[src/rtl/csp_pkg.sv]
`timescale 1ns/1ps
package csp_pkg;
  localparam int DW    = 16;
  localparam int NSLOT = 16;
  localparam int BUF_N = 4;
  localparam int AW    = 4;
  localparam int WB    = $clog2(DW);
  localparam int SB    = $clog2(NSLOT);
  localparam int PB    = $clog2(BUF_N);

  typedef enum logic [1:0] {
    FM_TDM  = 2'b00,
    FM_I2S  = 2'b01,
    FM_RSV2 = 2'b10,
    FM_RSV3 = 2'b11
  } fmode_e;

  typedef struct packed {
    logic [PB-1:0] blen;
    logic [SB-1:0] nslot_m1;
    logic [WB-1:0] wbits_m1;
    logic          hiz;
    fmode_e        mode;
    logic          en;
  } ctrl_t;

  localparam int CTRL_BITS = $bits(ctrl_t);

  localparam logic [AW-1:0] A_CTRL = 4'd0;
  localparam logic [AW-1:0] A_TXM  = 4'd1;
  localparam logic [AW-1:0] A_RXM  = 4'd2;
  localparam logic [AW-1:0] A_STAT = 4'd3;
  localparam logic [AW-1:0] A_TXB  = 4'd4;
  localparam logic [AW-1:0] A_RXB  = 4'd8;
endpackage

[src/rtl/csp_regs.sv]
`timescale 1ns/1ps
module csp_regs
  import csp_pkg::*;
(
  input  logic                     clk,
  input  logic                     rst_n,
  input  logic                     wr,
  input  logic [AW-1:0]            addr,
  input  logic [DW-1:0]            wdata,
  input  logic                     irq,
  input  logic [BUF_N-1:0][DW-1:0] rxbuf,
  output ctrl_t                    ctrl,
  output logic [NSLOT-1:0]         txmask,
  output logic [NSLOT-1:0]         rxmask,
  output logic [BUF_N-1:0][DW-1:0] txbuf,
  output logic                     clr_irq,
  output logic [DW-1:0]            rdata
);
  ctrl_t            ctrl_d;
  logic [NSLOT-1:0] txm_d;
  logic [NSLOT-1:0] rxm_d;
  logic             hit_ctrl;
  logic             hit_txm;
  logic             hit_rxm;

  always_comb begin
    hit_ctrl = wr && (addr == A_CTRL);
    hit_txm  = wr && (addr == A_TXM);
    hit_rxm  = wr && (addr == A_RXM);
    clr_irq  = wr && (addr == A_STAT) && wdata[0];
    ctrl_d   = ctrl;
    if (hit_ctrl) begin
      if (ctrl.en) ctrl_d.en = wdata[0];
      else         ctrl_d    = ctrl_t'(wdata[CTRL_BITS-1:0]);
    end
    txm_d = (hit_txm && !ctrl.en) ? wdata[NSLOT-1:0] : txmask;
    rxm_d = (hit_rxm && !ctrl.en) ? wdata[NSLOT-1:0] : rxmask;
  end

  always_ff @(posedge clk or negedge rst_n) begin
    if (!rst_n) begin
      ctrl   <= '0;
      txmask <= '0;
      rxmask <= '0;
    end else begin
      ctrl   <= ctrl_d;
      txmask <= txm_d;
      rxmask <= rxm_d;
    end
  end

  for (genvar gi = 0; gi < BUF_N; gi++) begin : g_txb
    logic ld;
    always_comb ld = wr && (addr == (A_TXB + AW'(gi)));
    always_ff @(posedge clk or negedge rst_n) begin
      if (!rst_n)  txbuf[gi] <= '0;
      else if (ld) txbuf[gi] <= wdata;
    end
  end

  always_comb begin
    rdata = '0;
    if (addr == A_CTRL) rdata[CTRL_BITS-1:0] = ctrl;
    if (addr == A_TXM)  rdata[NSLOT-1:0] = txmask;
    if (addr == A_RXM)  rdata[NSLOT-1:0] = rxmask;
    if (addr == A_STAT) rdata[0] = irq;
    for (int i = 0; i < BUF_N; i++) begin
      if (addr == (A_TXB + AW'(i))) rdata = txbuf[i];
      if (addr == (A_RXB + AW'(i))) rdata = rxbuf[i];
    end
  end
endmodule

[src/rtl/csp_timing.sv]
`timescale 1ns/1ps
module csp_timing
  import csp_pkg::*;
(
  input  logic          clk,
  input  logic          rst_n,
  input  ctrl_t         ctrl,
  output logic          sclk,
  output logic          rise_ev,
  output logic          slot_start,
  output logic          lead,
  output logic [SB-1:0] slot,
  output logic [WB-1:0] bitc,
  output logic          last_bit,
  output logic          fsync
);
  logic          ph, ph_d;
  logic          lead_d;
  logic [SB-1:0] slot_d;
  logic [WB-1:0] bitc_d;
  logic          i2s;
  logic [SB-1:0] nm1;
  logic          fall_ev;

  always_comb begin
    i2s        = (ctrl.mode == FM_I2S);
    nm1        = i2s ? SB'(1) : ctrl.nslot_m1;
    last_bit   = (bitc == ctrl.wbits_m1);
    sclk       = ph && ctrl.en;
    rise_ev    = ctrl.en && !ph;
    fall_ev    = ctrl.en && ph;
    slot_start = fall_ev && (lead || last_bit);
  end

  // next state of the bit/slot walk
  always_comb begin
    ph_d   = ph;
    lead_d = lead;
    slot_d = slot;
    bitc_d = bitc;
    if (!ctrl.en) begin
      ph_d   = 1'b0;
      lead_d = 1'b1;
      slot_d = '0;
      bitc_d = '0;
    end else begin
      ph_d = !ph;
      if (fall_ev) begin
        if (lead) begin
          lead_d = 1'b0;
          slot_d = '0;
          bitc_d = '0;
        end else if (last_bit) begin
          bitc_d = '0;
          slot_d = (slot == nm1) ? '0 : slot + SB'(1);
        end else begin
          bitc_d = bitc + WB'(1);
        end
      end
    end
  end

  always_ff @(posedge clk or negedge rst_n) begin
    if (!rst_n) begin
      ph   <= 1'b0;
      lead <= 1'b1;
      slot <= '0;
      bitc <= '0;
    end else begin
      ph   <= ph_d;
      lead <= lead_d;
      slot <= slot_d;
      bitc <= bitc_d;
    end
  end

  // sync / word select
  always_comb begin
    if (!ctrl.en)     fsync = 1'b0;
    else if (i2s)     fsync = lead ? 1'b0 : (last_bit ? ~slot[0] : slot[0]);
    else              fsync = lead || ((slot == nm1) && last_bit);
  end
endmodule

[src/rtl/csp_datapath.sv]
`timescale 1ns/1ps
module csp_datapath
  import csp_pkg::*;
(
  input  logic                     clk,
  input  logic                     rst_n,
  input  ctrl_t                    ctrl,
  input  logic [NSLOT-1:0]         txmask,
  input  logic [NSLOT-1:0]         rxmask,
  input  logic [BUF_N-1:0][DW-1:0] txbuf,
  input  logic                     sdi,
  input  logic                     rise_ev,
  input  logic                     slot_start,
  input  logic                     lead,
  input  logic [SB-1:0]            slot,
  input  logic [WB-1:0]            bitc,
  input  logic                     last_bit,
  input  logic                     clr_irq,
  output logic [BUF_N-1:0][DW-1:0] rxbuf,
  output logic                     irq,
  output logic                     sdo,
  output logic                     sdo_oe
);
  logic [PB-1:0] ptr, ptr_d;
  logic [DW-1:0] txw, txw_d;
  logic [DW-1:0] rxsr, rxsr_d;
  logic          irq_d;
  logic          tx_on, rx_on, word_end, wrap;
  logic [DW-1:0] wmask;

  always_comb begin
    tx_on    = ctrl.en && !lead && txmask[slot];
    rx_on    = ctrl.en && !lead && rxmask[slot];
    word_end = rise_ev && last_bit && (tx_on || rx_on);
    wrap     = (ptr == ctrl.blen);
    wmask    = {DW{1'b1}} >> (WB'(DW-1) - ctrl.wbits_m1);

    rxsr_d = (rise_ev && rx_on) ? {rxsr[DW-2:0], sdi} : rxsr;
    txw_d  = slot_start ? txbuf[ptr] : txw;

    if (!ctrl.en)      ptr_d = '0;
    else if (word_end) ptr_d = wrap ? '0 : ptr + PB'(1);
    else               ptr_d = ptr;

    if (word_end && wrap) irq_d = 1'b1;
    else if (clr_irq)     irq_d = 1'b0;
    else                  irq_d = irq;

    sdo    = tx_on ? txw[ctrl.wbits_m1 - bitc] : 1'b0;
    sdo_oe = tx_on || !ctrl.hiz;
  end

  always_ff @(posedge clk or negedge rst_n) begin
    if (!rst_n) begin
      ptr  <= '0;
      txw  <= '0;
      rxsr <= '0;
      irq  <= 1'b0;
    end else begin
      ptr  <= ptr_d;
      txw  <= txw_d;
      rxsr <= rxsr_d;
      irq  <= irq_d;
    end
  end

  for (genvar gi = 0; gi < BUF_N; gi++) begin : g_rxb
    logic st;
    always_comb st = word_end && rx_on && (ptr == PB'(gi));
    always_ff @(posedge clk or negedge rst_n) begin
      if (!rst_n)  rxbuf[gi] <= '0;
      else if (st) rxbuf[gi] <= rxsr_d & wmask;
    end
  end
endmodule

[src/rtl/codec_serial_port.sv]
`timescale 1ns/1ps
module codec_serial_port
  import csp_pkg::*;
(
  input  logic          clk,
  input  logic          rst_n,
  input  logic          cfg_wr,
  input  logic [AW-1:0] cfg_addr,
  input  logic [DW-1:0] cfg_wdata,
  output logic [DW-1:0] cfg_rdata,
  output logic          irq,
  output logic          sclk,
  output logic          fsync,
  output logic          sdo,
  output logic          sdo_oe,
  input  logic          sdi
);
  ctrl_t                    ctrl_q;
  logic [NSLOT-1:0]         txmask, rxmask;
  logic [BUF_N-1:0][DW-1:0] txbuf, rxbuf;
  logic                     clr_irq;
  logic                     rise_ev, slot_start, lead, last_bit;
  logic [SB-1:0]            slot;
  logic [WB-1:0]            bitc;

  csp_regs u_regs (
    .clk    (clk),
    .rst_n  (rst_n),
    .wr     (cfg_wr),
    .addr   (cfg_addr),
    .wdata  (cfg_wdata),
    .irq    (irq),
    .rxbuf  (rxbuf),
    .ctrl   (ctrl_q),
    .txmask (txmask),
    .rxmask (rxmask),
    .txbuf  (txbuf),
    .clr_irq(clr_irq),
    .rdata  (cfg_rdata)
  );

  csp_timing u_timing (
    .clk       (clk),
    .rst_n     (rst_n),
    .ctrl      (ctrl_q),
    .sclk      (sclk),
    .rise_ev   (rise_ev),
    .slot_start(slot_start),
    .lead      (lead),
    .slot      (slot),
    .bitc      (bitc),
    .last_bit  (last_bit),
    .fsync     (fsync)
  );

  csp_datapath u_data (
    .clk       (clk),
    .rst_n     (rst_n),
    .ctrl      (ctrl_q),
    .txmask    (txmask),
    .rxmask    (rxmask),
    .txbuf     (txbuf),
    .sdi       (sdi),
    .rise_ev   (rise_ev),
    .slot_start(slot_start),
    .lead      (lead),
    .slot      (slot),
    .bitc      (bitc),
    .last_bit  (last_bit),
    .clr_irq   (clr_irq),
    .rxbuf     (rxbuf),
    .irq       (irq),
    .sdo       (sdo),
    .sdo_oe    (sdo_oe)
  );
endmodule

[config.mk]
export PLATFORM = sky130hd
export DESIGN_NAME = codec_serial_port
export DESIGN_NICKNAME = d
export VERILOG_FILES = /design/src/rtl/csp_pkg.sv /design/src/rtl/csp_regs.sv /design/src/rtl/csp_timing.sv /design/src/rtl/csp_datapath.sv /design/src/rtl/codec_serial_port.sv
export SDC_FILE = /design/constraint.sdc
export NUM_CORES = 1
export LEC_CHECK = 0
export BUFFER_PORTS_ARGS = -buffer_cell sky130_fd_sc_hd__buf_4
export CAP_MARGIN = 0
export CORE_MARGIN = 5
export CORE_UTILIZATION = 32
export CTS_CLUSTER_SIZE = 16
export DETAILED_ROUTE_END_ITERATION = 12
export PLACE_DENSITY = 0.45
export SYNTH_ARGS = -nofsm -noshare
export SYNTH_HDL_FRONTEND = slang
export SYNTH_SLANG_ARGS = --single-unit
[constraint.sdc]
create_clock -name clk -period 2.65 [get_ports clk]
set_input_delay 0.53 -clock clk [delete_from_list [all_inputs] [get_ports clk]]
set_output_delay 0.53 -clock clk [all_outputs]
set_load 0.01 [all_outputs]
## Word level (Yosys, flattened, before mapping)

Index checks and enable logic that the tools add are counted.

- Register bits after elaboration: 219
- Input bits: 24
- Output and inout port bits: 21

- $add $sub $neg: 5
- Magnitude comparators: 3
- Equal/unequal tests: 21
- Shift-type cells: 1
- Mux-type cells: 44
- Bitwise gates (word level): 3
- Reductions and logical operators: 40

Operators with widths:

| kind | number |
|---|---|
| 16-bit two-way mux | 12 |
| 4-bit two-way mux | 10 |
| 16-bit binary-select mux with 2-bit select | 1 |
| 1-bit logical AND | 27 |
| 16-bit bitwise AND | 1 |
| 4-bit by 3-bit == test with 1-bit output, second input constant | 4 |
| 4-bit == test, second input constant | 4 |
| 16-bit by 4-bit >> shifter with 16-bit output, first input constant | 1 |
| 1-bit two-way mux | 14 |
| 14-bit two-way mux | 1 |
| 1-bit binary-select mux with 4-bit select | 3 |
| 4-bit by 5-bit less-than comparator with 1-bit output, second input constant | 2 |
| 4-bit by 1-bit adder with 4-bit output, second input constant | 2 |
| 4-bit by 2-bit == test with 1-bit output, second input constant | 2 |
| 4-bit == test | 2 |
| 2-bit two-way mux | 3 |
| 2-bit by 1-bit == test with 1-bit output, second input constant | 2 |
| 2-bit == test, second input constant | 2 |
| 4-bit by 1-bit == test with 1-bit output, second input constant | 1 |
| 1-bit zero test | 4 |
| 4-bit zero test | 1 |
| 1-bit logical OR | 4 |
| 2-bit AND reduction | 2 |
| 4-bit subtractor | 1 |
| 10 further kinds | 11 |

## Longest topological paths before layout

Gate-level depths: netlist of the first run.

- Word-level depth: 13
- Depth in mapped cells: 10
- Gate-level depth less buffers: 8

## By module

Synthesis of the first run repeated with hierarchy kept, for this count alone.

- Cells, all modules: 1031
- Area, all modules: 11707.5 um^2

Modules (own cells, without submodules):

| module | times used | cells an instance | area an instance (um^2) |
|---|---|---|---|
| csp_regs | 1 | 557 | 6137.1 |
| csp_datapath | 1 | 397 | 4882.2 |
| csp_timing | 1 | 77 | 688.2 |

## Worst setup path after synthesis of the first run

No wires, ideal clock.

- Path type: in2out
- Start point: input port cfg_addr[0]
- End point: output port cfg_rdata[11]
- Arrival: 2081 ps
- Required time: 2120 ps
- Setup slack: 39 ps
- Stages: 7
- Path buffers: 3
- Cell sequence: clkbuf_1 > buf_1 > clkbuf_1 > o21ai_0 > a21oi_1 > nor3_1 > o21ai_0

- Longest elaborated chain between the ends: 12

Ends and longest elaborated chain:

| what | line | text |
|---|---|---|
| from (decl) | codec_serial_port.sv:8 | `input logic [AW-1:0] cfg_addr,` |
| 4-bit zero test | csp_regs.sv:63 | `if (addr == A_CTRL) rdata[CTRL_BITS-1:0] = ctrl;` |
| 14-bit two-way mux | csp_regs.sv:63 |  |
| 16-bit two-way mux | csp_regs.sv:64 | `if (addr == A_TXM) rdata[NSLOT-1:0] = txmask;` |
| 16-bit two-way mux | csp_regs.sv:65 | `if (addr == A_RXM) rdata[NSLOT-1:0] = rxmask;` |
| 16-bit two-way mux | csp_regs.sv:68 | `if (addr == (A_TXB + AW'(i))) rdata = txbuf[i];` |
| 16-bit two-way mux | csp_regs.sv:69 | `if (addr == (A_RXB + AW'(i))) rdata = rxbuf[i];` |
| 16-bit two-way mux | csp_regs.sv:68 |  |
| 16-bit two-way mux | csp_regs.sv:69 |  |
| 16-bit two-way mux | csp_regs.sv:68 |  |
| 16-bit two-way mux | csp_regs.sv:69 |  |
| 16-bit two-way mux | csp_regs.sv:68 |  |
| 16-bit two-way mux (*) | csp_regs.sv:69 |  |
| to (decl) | codec_serial_port.sv:10 | `output logic [DW-1:0] cfg_rdata,` |

Every way passes the cells marked *; elsewhere a longest branch is shown, timed or not.

## Worst setup path in the final report of the first run

- Start point: register, netlist name u_regs.ctrl[4]
- End point: output port sdo

- Longest elaborated chain between the ends: 4

Ends and longest elaborated chain:

| what | line | text |
|---|---|---|
| 4-bit subtractor | csp_datapath.sv:49 | `sdo = tx_on ? txw[ctrl.wbits_m1 - bitc] : 1'b0;` |
| 1-bit binary-select mux with 4-bit select | csp_datapath.sv:49 |  |
| 1-bit two-way mux (not written as such) | csp_datapath.sv:49 |  |
| 1-bit two-way mux | csp_datapath.sv:49 |  |
| to (decl) | codec_serial_port.sv:14 | `output logic sdo,` |

No other way between the ends. The select of a mux whose other input is x is not followed.

==> impl_metrics.py, run 1 <==
metrics = {
    "clock_network": {
        "cts-root-buf": "sky130_fd_sc_hd__clkbuf_16",
        "cts_htree_levels": 1,
        "cts.clk_slew.worst_paths_ns": 0.06,
        "tritoncts": "done",
        "cts_num_sinks": 219,
        "cts_buffer_count": 27,
        "insertion_delay_ns": 0.53,
        "cts_max_path_buffers": 3,
    },
    "yosys": {
        "synth.distinct_cells": 66,
        "yosys_warnings": 0,
        "synth_async_sr_flop_share_pct": 100,
        "yosys-mux-area-fraction_pct": 22.0,
        "post_synth.cell_area_avg_um2": 11.2,
        "yosysTopAreaCellShare_pct": 49.0,
        "synth_edf_count": 0,
        "post_synth_inst_count": 991,
        "synth_top_family_by_area": "multiplexers",
        "synth_adder_area_share_pct": 1.19,
        "synth-simple-area-share_pct": 9.62,
        "mappedNetlistArea_um2": 11100,
        "netlist_top_cells_area": "sky130_fd_sc_hd__dfrtp_1 (49%), sky130_fd_sc_hd__mux2_2 (14%), sky130_fd_sc_hd__mux4_2 (5.3%)",
        "dominantRegCellSynth": "sky130_fd_sc_hd__dfrtp_1",
        "yosysSeqAreaShare_pct": 49.2,
        "yosysTopAreaCell": "sky130_fd_sc_hd__dfrtp_1",
        "synth.ff_latch_count": 219,
        "synth_xor_area_share_pct": 0.787,
        "compound_gate_portion_of_the_synthesized_area_pct": 14.1,
        "syn-num-nets": 1025,
    },
    "detailed_routing": {
        "detail_route.iter0.violations": 699,
        "drt_pre_antenna_iters": 6,
        "routed_wirelength_um": 36900,
        "vias": 8545,
        "via_per_inst": 5.26,
        "postRouteAntennaNets": 0,
        "drc": 0,
        "routedWlPerCell_um": 22.7,
    },
    "status": {
        "failed_checks": "negative setup slack",
        "status": "finished with violations",
    },
    "power": {
        "p_leak_nw": 6.27,
        "max-vdd-ir-drop_mv": 0.422,
        "power_density_nw_per_um2": 757,
        "power.total_mw": 11.1,
    },
    "critical_path": {
        "timing.rr.end": "u_data.rxbuf[34]$_DFFE_PN0P_",
        "worstPathMaxFanout": 3,
        "r2r_start": "u_timing.slot[0]$_DFFE_PN0P_",
        "reg2reg_setup_slack_ns": 0.07,
        "crit_type": "reg -> out",
        "cp-end-kind": "output port",
        "timing.reg2reg.worst_path_depth": 11,
        "setup.worst_path.start_class": "register",
        "arrival_ns": 2.63,
        "worst_ep_required_time_ns": 2.12,
    },
    "grt": {
        "gr-usage-all-layers_pct": 19.0,
        "first_global_vias": 8613,
        "number_of_antenna_violations_at_the_first_check_in_global_routing": 0,
        "grt_overflow": 0,
        "grt_first_pass_wirelength_um": 56700,
        "grt_max_degree": 68,
    },
    "sta": {
        "finalCritPeriodShare_pct": 119,
        "slew_viol_final": 0,
        "max_clk_rate_ghz": 0.316,
        "post-route-worst-setup-slack_ns": -0.513,
        "hold_viol": 0,
        "clock-skew-final_ns": 0.00678,
        "setup_viol": 6,
        "slew-limit-headroom_pct": 61.2,
        "finalWorstPathRequiredPeriod_ns": 3.16,
        "rsz_0062_raised_after_global_routing": "true",
        "tightestPinTransition_ns": 0.582,
    },
    "layout": {
        "final_area_um2": 14600,
        "antennaDiodeCount": 0,
        "layout_commonest_cell": "sky130_fd_sc_hd__dfrtp_1",
        "commonest_cells_after_routing_fill_and_taps_aside": "sky130_fd_sc_hd__dfrtp_1 (213), sky130_fd_sc_hd__buf_4 (161), sky130_fd_sc_hd__mux2_2 (137)",
        "area_growth_from_synthesis_to_layout_pct": 31.4,
        "post_route_cells_drive_above_1_share_pct": 42.8,
        "finish.cell_count_without_fillers": 1623,
        "finalNetCount": 1185,
    },
    "floorplan": {
        "placement_rows": 68,
        "design.portCount": 45,
        "die_h_um": 197,
        "fp.dieW_um": 197,
        "starting_density_of_the_core_pct": 32.3,
        "fp.dieArea_um2": 38600,
        "core-area_um2": 34500,
    },
    "placement": {
        "dp_cells": 1549,
        "io_buffers": 44,
        "place_area_um2": 12900,
        "dpl.hpwl_um": 27200,
        "gp_routability_congestion": 0.861,
    },
    "worst_hold_path": {
        "worstHoldEndpoint": "u_regs.txbuf[19]$_DFFE_PN0P_",
        "hold_path_startpoint": "cfg_wdata[3]",
        "min_delay_path_depth": 2,
        "hold_path.class": "in -> reg",
    },
    "run": {
        "max_cap_viol_count": 0,
    },
}
## synthesized netlist by cell type, types with 13 or more instances
library cell and instances:
sky130_fd_sc_hd__a21oi_1 30, sky130_fd_sc_hd__clkbuf_1 47, sky130_fd_sc_hd__nand2_1 111, sky130_fd_sc_hd__nand3_1 25, sky130_fd_sc_hd__a22oi_1 14, sky130_fd_sc_hd__inv_1 14, sky130_fd_sc_hd__mux4_2 26, sky130_fd_sc_hd__mux2_2 140
sky130_fd_sc_hd__nor2_1 49, sky130_fd_sc_hd__nor2b_1 13, sky130_fd_sc_hd__o21ai_0 105, sky130_fd_sc_hd__dfrtp_1 218
## power breakdown
part,total (mW),internal [mW],switching (mW)
registers,4.43,3.90,0.529
logic,2.58,1.42,1.16
clock network,4.07,2.62,1.44
total,11.1,7.94,3.14
## final cells by class
| cell class | count | area, µm² |
|---|---|---|
| clock inverter | 10 | 206 |
| timing repair buffer | 197 | 1800 |
| multi-input combinational | 691 | 5730 |
| tap | 455 | 569 |
| fill | 3380 | 19800 |
| sequential | 219 | 5490 |
| clock buffer | 36 | 779 |
| inverter | 15 | 60.1 |
## routing by layer
metal / vias to the layer above / track usage [%] / share of wire, %
met1: 4342 / 29.0 / 49
met5: - / 0 / 0
met3: 53 / 2.62 / 4.4
li1: 3964 / - / -
met2: 186 / 28.8 / 44
met4: 0 / 4.14 / 2.0
## state kept, by name (all words and copies together), names as in the netlist
| name | flops |
|---|---|
| u_timing.bitc | 4 |
| u_regs.txbuf | 64 |
| u_timing.lead | 1 |
| u_timing.ph | 1 |
| u_data.ptr | 2 |
| u_timing.slot | 4 |
| u_data.rxsr | 16 |
| u_data.txw | 16 |
| u_data.rxbuf | 64 |
| u_data.irq | 1 |
| u_regs.rxmask | 16 |
| u_regs.txmask | 16 |
| u_regs.ctrl | 14 |
## metrics by stage
step	hold WS, ns	TNS [ns]	setup WS [ns]	utilization [%]
finish	0.312	-1.15	-0.513	42.5
global route	0.305	-2.20	-0.602	42.5
CTS	0.292	-1.36	-0.512	41.5
detailed placement	0.472	-1.57	-0.180	37.3
global placement	0.464	-1.57	-0.211	37.3
floorplan	0.234	0	0.0386	-
## logic make-up (layout without fill, tap and decap cells)
kind of cell,count (synthesis),in the layout
AOI/OAI and AO/OA,245,245
xor gates and xnor gates,10,10
adders and majority gates,10,10
buffers and inverters,81,258
DFF,219,219
muxes,187,187
and+or+nand+nor,239,239
## how the worst max path moves through the flow
stage                                 start            end  slack [ns]  depth (start not counted)
6_report         u_regs.ctrl[4]$_DFFE_PN0P_            sdo       -0.51                          9
5_1_grt          u_regs.ctrl[4]$_DFFE_PN0P_            sdo       -0.60                          8
3_3_place_gp                    cfg_addr[2]   cfg_rdata[6]       -0.21                         10
2_1_floorplan                   cfg_addr[0]  cfg_rdata[11]        0.04                          7
3_5_place_dp                    cfg_addr[1]  cfg_rdata[10]       -0.18                          9
4_1_cts        u_timing.bitc[0]$_DFFE_PN0P_            sdo       -0.51                          8
## what timing repair did
action / CTS / global route
hold buffers: 1 / 0
resized for setup: 71 / 79
hold endpoints to repair: 31 / 0
pin swaps: 30 / 45
setup endpoints to repair: 19 / 63
buffers inserted: 22 / 12
## critical path, cell delays in order (launching register included)
cell and delay, ns:
sky130_fd_sc_hd__dfrtp_1 0.36, sky130_fd_sc_hd__inv_1 0.07, sky130_fd_sc_hd__ha_2 0.19, sky130_fd_sc_hd__fa_2 0.58, sky130_fd_sc_hd__buf_4 0.13, sky130_fd_sc_hd__mux4_2 0.27
sky130_fd_sc_hd__mux2i_1 0.14, sky130_fd_sc_hd__buf_4 0.13, sky130_fd_sc_hd__a211oi_2 0.06, sky130_fd_sc_hd__buf_4 0.16
Note: power is estimated with default switching activity, not from simulation.
==> run 2, diff against run 1 <==
--- a/config.mk
+++ b/config.mk
@@ -9,9 +9,11 @@
 export CAP_MARGIN = 0
 export CORE_MARGIN = 5
 export CORE_UTILIZATION = 32
+export CTS_BUF_LIST = sky130_fd_sc_hd__clkbuf_16
 export CTS_CLUSTER_SIZE = 16
 export DETAILED_ROUTE_END_ITERATION = 12
-export PLACE_DENSITY = 0.45
+export PLACE_DENSITY = 0.44
 export SYNTH_ARGS = -nofsm -noshare
 export SYNTH_HDL_FRONTEND = slang
+export SYNTH_HIERARCHICAL = 1
 export SYNTH_SLANG_ARGS = --single-unit
==> constraint.sdc (replaced) <==
create_clock -name clk -period 3.27 [get_ports clk]
set_input_delay 0.654 -clock clk [delete_from_list [all_inputs] [get_ports clk]]
set_output_delay 0.654 -clock clk [all_outputs]
set_load 0.01 [all_outputs]
==> impl_metrics.py, run 2 <==
metrics = {
    "status": {
        "status": "finished with violations",
        "failed_checks": "negative setup slack",
    },
    "yosys": {
        "yosys_warnings": 6,
        "yosysSeqAreaShare_pct": 46.8,
        "post_synth_inst_count": 1031,
        "syn-num-nets": 1065,
        "synthMostInstantiatedCell": "sky130_fd_sc_hd__dfrtp_1",
        "synth-simple-area-share_pct": 9.84,
        "synth_edf_count": 0,
        "post_synth.cell_area_avg_um2": 11.4,
        "synth.ff_latch_count": 219,
        "yosys-mux-area-fraction_pct": 21.9,
        "synth_async_sr_flop_share_pct": 100,
        "compound_gate_portion_of_the_synthesized_area_pct": 14.6,
        "yosysTopAreaCellShare_pct": 46.6,
        "synth.distinct_cells": 71,
        "synth_xor_area_share_pct": 1.12,
        "yosysTopAreaCell": "sky130_fd_sc_hd__dfrtp_1",
        "synth_cell_count_leaders": "sky130_fd_sc_hd__dfrtp_1 (218), sky130_fd_sc_hd__nand2_1 (110), sky130_fd_sc_hd__mux2_2 (68)",
        "synth_adder_area_share_pct": 1.13,
        "netlist_top_cells_area": "sky130_fd_sc_hd__dfrtp_1 (47%), sky130_fd_sc_hd__mux2_2 (6.5%), sky130_fd_sc_hd__mux2_1 (6.2%)",
        "mappedNetlistArea_um2": 11700,
        "dominantRegCellSynth": "sky130_fd_sc_hd__dfrtp_1",
        "synth_top_family_by_area": "multiplexers",
    },
    "clock_network": {
        "cts_max_path_buffers": 3,
        "cts_htree_levels": 1,
        "cts-root-buf": "sky130_fd_sc_hd__clkbuf_16",
        "cts.clk_slew.worst_paths_ns": 0.06,
        "insertion_delay_ns": 0.53,
        "cts_num_sinks": 219,
        "holdBufCountCts": 0,
        "cts_buffer_count": 27,
        "tritoncts": "done",
    },
    "power": {
        "combPwrFrac_pct": 19.6,
        "seq_power_share_pct": 44.4,
        "p_leak_nw": 5.90,
        "power.total_mw": 8.06,
        "power.net_switching_mw": 2.43,
        "power_density_nw_per_um2": 591,
        "clock_power_share_pct": 36.0,
        "max-vdd-ir-drop_mv": 0.345,
        "power.internal_mw": 5.64,
        "power.share.switching_pct": 30.1,
    },
    "grt": {
        "grt_overflow": 0,
        "gr-usage-all-layers_pct": 18.8,
        "grt_max_degree": 83,
        "number_of_antenna_violations_at_the_first_check_in_global_routing": 0,
        "grt_first_pass_wirelength_um": 59300,
        "first_global_vias": 8787,
    },
    "layout": {
        "finalNetCount": 1129,
        "area_growth_from_synthesis_to_layout_pct": 16.5,
        "fillers": 3595,
        "multi_input_area_um2": 5720,
        "final_area_um2": 13600,
        "layout_commonest_cell": "sky130_fd_sc_hd__dfrtp_1",
        "antennaDiodeCount": 0,
        "commonest_cells_after_routing_fill_and_taps_aside": "sky130_fd_sc_hd__dfrtp_1 (216), sky130_fd_sc_hd__nand2_1 (110), sky130_fd_sc_hd__buf_4 (95)",
        "layout.area.seq_um2": 5480,
        "post_route_cells_drive_above_1_share_pct": 24.8,
        "biggestRegsByFlops": "u_data/rxbuf (64), u_regs/txbuf (64)",
    },
    "floorplan": {
        "core-area_um2": 36300,
        "fp.dieW_um": 201,
        "fp.dieArea_um2": 40500,
        "design.portCount": 45,
        "placement_rows": 70,
        "starting_density_of_the_core_pct": 32.2,
        "die_h_um": 201,
    },
    "sta": {
        "max_clk_rate_ghz": 0.299,
        "setup_viol": 1,
        "clock-skew-final_ns": 0.00986,
        "slew-limit-headroom_pct": 57.5,
        "rsz_0062_raised_after_global_routing": "true",
        "post-route-worst-setup-slack_ns": -0.0758,
        "hold_viol": 0,
        "hold_ws_ns": 0.0792,
        "tightestPinTransition_ns": 0.635,
        "finalCritPeriodShare_pct": 102,
        "slew_viol_final": 0,
        "finalWorstPathRequiredPeriod_ns": 3.35,
    },
    "critical_path": {
        "cp-end-kind": "output port",
        "worstPathMaxFanout": 3,
        "worst_ep_required_time_ns": 2.62,
        "arrival_ns": 2.69,
        "timing.reg2reg.worst_path_depth": 5,
        "crit_type": "reg -> out",
        "setup.worst_path.start_class": "register",
    },
    "placement": {
        "gp_routability_congestion": 0.872,
        "place_ws_ns": 0.291,
        "dpl.hpwl_um": 28300,
        "io_buffers": 44,
        "place_area_um2": 12800,
    },
    "detailed_routing": {
        "routedWlPerCell_um": 24.5,
        "drt_pre_antenna_iters": 5,
        "drc": 0,
        "detail_route.iter0.violations": 705,
        "postRouteAntennaNets": 0,
        "vias": 8672,
        "routed_wirelength_um": 38700,
        "via_per_inst": 5.48,
    },
    "worst_hold_path": {
        "hold_path.class": "in -> async",
    },
    "run": {
        "max_cap_viol_count": 0,
    },
}
[run 2: cell type report]
class                           count  area share, %
Tap cell                          468           4.29
Clock inverter                     22           1.27
Clock buffer                       27           4.95
Multi-Input combinational cell    709           41.9
Timing Repair Buffer              104           6.45
Inverter                           34          0.935
Sequential cell                   219           40.2
[run 2: critical path, stage by stage (launching register included)]
cell	delay (ns)
sky130_fd_sc_hd__dfrtp_1	0.38
sky130_fd_sc_hd__inv_2	0.07
sky130_fd_sc_hd__ha_4	0.12
sky130_fd_sc_hd__inv_2	0.04
sky130_fd_sc_hd__fa_2	0.60
sky130_fd_sc_hd__mux4_2	0.29
sky130_fd_sc_hd__mux2_4	0.28
sky130_fd_sc_hd__nor3b_2	0.17
sky130_fd_sc_hd__a211oi_1	0.06
sky130_fd_sc_hd__buf_4	0.15
[run 2: repair_timing]
item | in CTS | in global routing
buffers inserted | 1 | 0
setup endpoints to repair | 2 | 1
pin swaps | 3 | 2
resized for setup | 8 | 2
endpoints found under the hold margin | 0 | 0
[run 2: cell families after synthesis]
| logic type | count (synthesis) |
|---|---|
| AOI/OAI and AO/OA | 258 |
| xor gates and xnor gates | 15 |
| adders and majority gates | 10 |
| buffers and inverters | 103 |
| DFF | 219 |
| muxes | 197 |
| and+or+nand+nor | 229 |
[run 2: layer usage]
metal,track usage [%],vias up,wire (µm)
met5,0,-,0
met2,29.2,236,17400
met1,28.5,4434,18900
met4,3.39,0,550
met3,2.61,39,1870
li1,-,3963,-
[run 2: metrics by stage]
step                instances  util (%)  TNS, ns
floorplan                1031         -        0
global placement         1533      35.1        0
detailed placement       1533      35.1        0
CTS                      1583      37.5   -0.127
global route             1583      37.5   -0.210
finish                   1583      37.5  -0.0758
[run 2: worst paths after layout]
| check | to | slack, ns | startpoint |
|---|---|---|---|
| setup / recovery | sdo | -0.08 | u_regs/ctrl[4]$_DFFE_PN0P_ |
| hold / removal | u_timing/slot[3]$_DFFE_PN0P_ | 0.08 | rst_n |
| setup reg to reg | u_data/rxbuf[59]$_DFFE_PN0P_ | 0.34 | u_timing/slot[2]$_DFFE_PN0P_ |
| hold reg to reg | u_data/rxbuf[21]$_DFFE_PN0P_ | 0.48 | u_data/rxbuf[21]$_DFFE_PN0P_ |
| max in group asynchronous | u_data/rxbuf[33]$_DFFE_PN0P_ | 2.35 | rst_n |
| min in group clk | u_regs/txbuf[57]$_DFFE_PN0P_ | 0.39 | cfg_wdata[9] |
[run 2: power groups by stage]
stage               Sequential (mW)  Combinational, mW  Clock [mW]
detailed placement             3.61               1.56           0
global route                   3.62               1.73        3.10
global placement               3.62               1.54           0
floorplan                      3.40               1.03           0
finish                         3.58               1.58        2.90
CTS                            3.57               1.59        2.99
==> run 3, diff against run 2 <==
--- a/config.mk
+++ b/config.mk
@@ -5,6 +5,7 @@
 export SDC_FILE = /design/constraint.sdc
 export NUM_CORES = 1
 export LEC_CHECK = 0
+export ABC_AREA = 1
 export BUFFER_PORTS_ARGS = -buffer_cell sky130_fd_sc_hd__buf_4
 export CAP_MARGIN = 0
 export CORE_MARGIN = 5
==> impl_metrics.py, run 3 <==
metrics = {
    "detailed_routing": {
        "drc": 0,
        "routed_wirelength_um": 38900,
        "postRouteAntennaNets": 0,
        "via_per_inst": 4.89,
        "detail_route.iter0.violations": 903,
        "vias": 10100,
        "routedWlPerCell_um": 18.9,
        "drt_pre_antenna_iters": 5,
    },
    "layout": {
        "fin_util_pct": 37.5,
        "layout_commonest_cell": "sky130_fd_sc_hd__nand2_1",
        "finalNetCount": 1612,
        "commonest_cells_after_routing_fill_and_taps_aside": "sky130_fd_sc_hd__nand2_1 (513), sky130_fd_sc_hd__dfrtp_1 (217), sky130_fd_sc_hd__o21ai_0 (159)",
        "antennaDiodeCount": 0,
        "area_growth_from_synthesis_to_layout_pct": 15.2,
        "post_route_cells_drive_above_1_share_pct": 12.8,
        "biggestRegsByFlops": "u_data/rxbuf (64), u_regs/txbuf (64)",
    },
    "placement": {
        "dpl.hpwl_um": 28600,
        "io_buffers": 44,
        "gp_routability_congestion": 0.811,
        "place_ws_ns": 0.416,
    },
    "power": {
        "power_density_nw_per_um2": 589,
        "p_leak_nw": 6.66,
        "max-vdd-ir-drop_mv": 0.414,
    },
    "critical_path": {
        "slowest_cell_delay_on_critical_path_ns": 0.60,
        "setup.worst_path.start_class": "register",
        "path_cells": "inv_2, ha_4, inv_2, fa_2, inv_4, a21oi_2, o21ai_1, a21oi_1, a31oi_1, nand2_1, o21ai_1, nor2_1, buf_4",
        "cell_type_of_the_slowest_stage_on_the_worst_timing_path": "sky130_fd_sc_hd__fa_2",
        "crit_type": "reg -> out",
        "worst_ep_required_time_ns": 2.62,
        "cp-end-kind": "output port",
        "worstPathMaxFanout": 5,
        "arrival_ns": 2.59,
    },
    "yosys": {
        "yosysTopAreaCellShare_pct": 47.0,
        "syn-num-nets": 1564,
        "synth_cell_count_leaders": "sky130_fd_sc_hd__nand2_1 (513), sky130_fd_sc_hd__dfrtp_1 (218), sky130_fd_sc_hd__o21ai_0 (163)",
        "synthMostInstantiatedCell": "sky130_fd_sc_hd__nand2_1",
        "post_synth.cell_area_avg_um2": 7.59,
        "post_synth_inst_count": 1530,
        "synth_async_sr_flop_share_pct": 100,
        "mappedNetlistArea_um2": 11600,
        "yosysTopAreaCell": "sky130_fd_sc_hd__dfrtp_1",
        "synth.distinct_cells": 40,
        "yosys_warnings": 6,
        "dominantRegCellSynth": "sky130_fd_sc_hd__dfrtp_1",
        "synth_edf_count": 0,
        "yosysSeqAreaShare_pct": 47.2,
        "synth.ff_latch_count": 219,
        "netlist_top_cells_area": "sky130_fd_sc_hd__dfrtp_1 (47%), sky130_fd_sc_hd__nand2_1 (17%), sky130_fd_sc_hd__o21ai_0 (7.0%)",
    },
    "clock_network": {
        "tritoncts": "done",
        "cts_num_sinks": 219,
        "cts.clk_slew.worst_paths_ns": 0.06,
        "insertion_delay_ns": 0.54,
        "cts-root-buf": "sky130_fd_sc_hd__clkbuf_16",
        "cts_buffer_count": 28,
        "cts_htree_levels": 1,
        "cts_max_path_buffers": 3,
        "holdBufCountCts": 0,
    },
    "sta": {
        "rsz_0062_raised_after_global_routing": "true",
        "setup_viol": 0,
        "slew_viol_final": 0,
        "max_clk_rate_ghz": 0.308,
        "slew-limit-headroom_pct": 35.1,
        "clock-skew-final_ns": 0.0121,
        "hold_ws_ns": 0.108,
        "finalCritPeriodShare_pct": 99.2,
        "tightestPinTransition_ns": 0.970,
        "finalWorstPathRequiredPeriod_ns": 3.24,
        "post-route-worst-setup-slack_ns": 0.0277,
        "hold_viol": 0,
    },
    "floorplan": {
        "fp.dieW_um": 200,
        "fp.dieArea_um2": 40200,
        "design.portCount": 45,
        "core-area_um2": 35700,
        "starting_density_of_the_core_pct": 32.6,
        "die_h_um": 200,
        "placement_rows": 69,
    },
    "run": {
        "max_cap_viol_count": 0,
    },
    "grt": {
        "grt_max_degree": 77,
        "first_global_vias": 9869,
        "grt_overflow": 0,
        "number_of_antenna_violations_at_the_first_check_in_global_routing": 0,
        "grt_first_pass_wirelength_um": 61100,
        "gr-usage-all-layers_pct": 19.1,
    },
    "worst_hold_path": {
        "hold_path.class": "in -> async",
    },
    "status": {
        "status": "complete, no violations",
    },
}
run 3: cell count changes after synthesis, moves of 68 or more:
cell / delta
sky130_fd_sc_hd__inv_1: +89
sky130_fd_sc_hd__nor2_1: +126
sky130_fd_sc_hd__nand3_1: +100
sky130_fd_sc_hd__mux2_2: -68
sky130_fd_sc_hd__nand2_1: +403
sky130_fd_sc_hd__o21ai_0: +124
run 3: what timing repair did:
item | 4_1_cts | 5_1_grt
setup endpoints to repair | 1 | 1
buffers inserted | 2 | 1
resized for setup | 10 | 5
pin swaps | 5 | 6
hold endpoints to repair | 0 | 0
run 3: cell type report:
cell class / instances / area (µm²)
multi-input cells: 1108 / 5250
well taps: 461 / 577
inverters: 138 / 527
clock buffers: 29 / 726
flip-flops and latches: 219 / 5480
repair buffers: 83 / 656
fillers: 3783 / 22300
clock inverters: 23 / 151
run 3: path summary, 6_finish.rpt:
check	start	to	slack [ns]	depth (start not counted)
worst max register to register	u_regs/ctrl[5]$_DFFE_PN0P_	u_data/rxbuf[48]$_DFFE_PN0P_	0.78	14
worst min register to register	u_data/rxbuf[33]$_DFFE_PN0P_	u_data/rxbuf[33]$_DFFE_PN0P_	0.47	2
min in group clk	cfg_wr	u_regs/ctrl[0]$_DFFE_PN0P_	0.45	3
worst min-delay path	rst_n	u_data/rxbuf[42]$_DFFE_PN0P_	0.11	1
max in group asynchronous	rst_n	u_data/rxbuf[5]$_DFFE_PN0P_	2.32	2
worst max-delay path	u_regs/ctrl[4]$_DFFE_PN0P_	sdo	0.03	13
run 3: kinds of logic after synthesis:
| family | count (synthesis) | synth area share (%) |
|---|---|---|
| simple gates | 883 | 34.1 |
| flops | 219 | 47.2 |
| compound gates | 208 | 9.22 |
| buf+inv | 203 | 7.79 |
| fa+ha+maj | 10 | 1.14 |
| xor+xnor | 7 | 0.528 |
run 3: metal layers:
layer | GRT usage, % | part of all wire, % | up-vias
li1 | - | - | 5011
met1 | 28.5 | 49 | 4805
met2 | 30.3 | 45 | 221
met3 | 2.34 | 4.0 | 42
met4 | 3.05 | 1.7 | 0
met5 | 0 | 0 | -
run 3: critical path, delay by kind of cell (launching register included):
| family | cells | cell delay, ns |
|---|---|---|
| compound gates | 5 | 0.45 |
| fa+ha+maj | 2 | 0.72 |
| buf+inv | 4 | 0.32 |
| flops | 1 | 0.39 |
| simple gates | 2 | 0.18 |
run 3: report_power, final:
group	switching [mW]	total (mW)	internal, mW
sequential	0.370	3.47	3.10
clock	1.21	2.96	1.75
combinational	0.928	1.44	0.513
total	2.51	7.87	5.36
run 3: through the flow:
step / setup TNS (ns) / total power [mW] / std cells / instance area, µm²
2_1_floorplan: 0 / 4.30 / 1530 / 11600
3_3_place_gp: 0 / 4.93 / 2006 / 12400
3_5_place_dp: 0 / 4.94 / 2006 / 12400
4_1_cts: -0.0603 / 7.98 / 2060 / 13400
5_1_grt: -0.172 / 8.35 / 2061 / 13400
6_report: 0 / 7.87 / 2061 / 13400
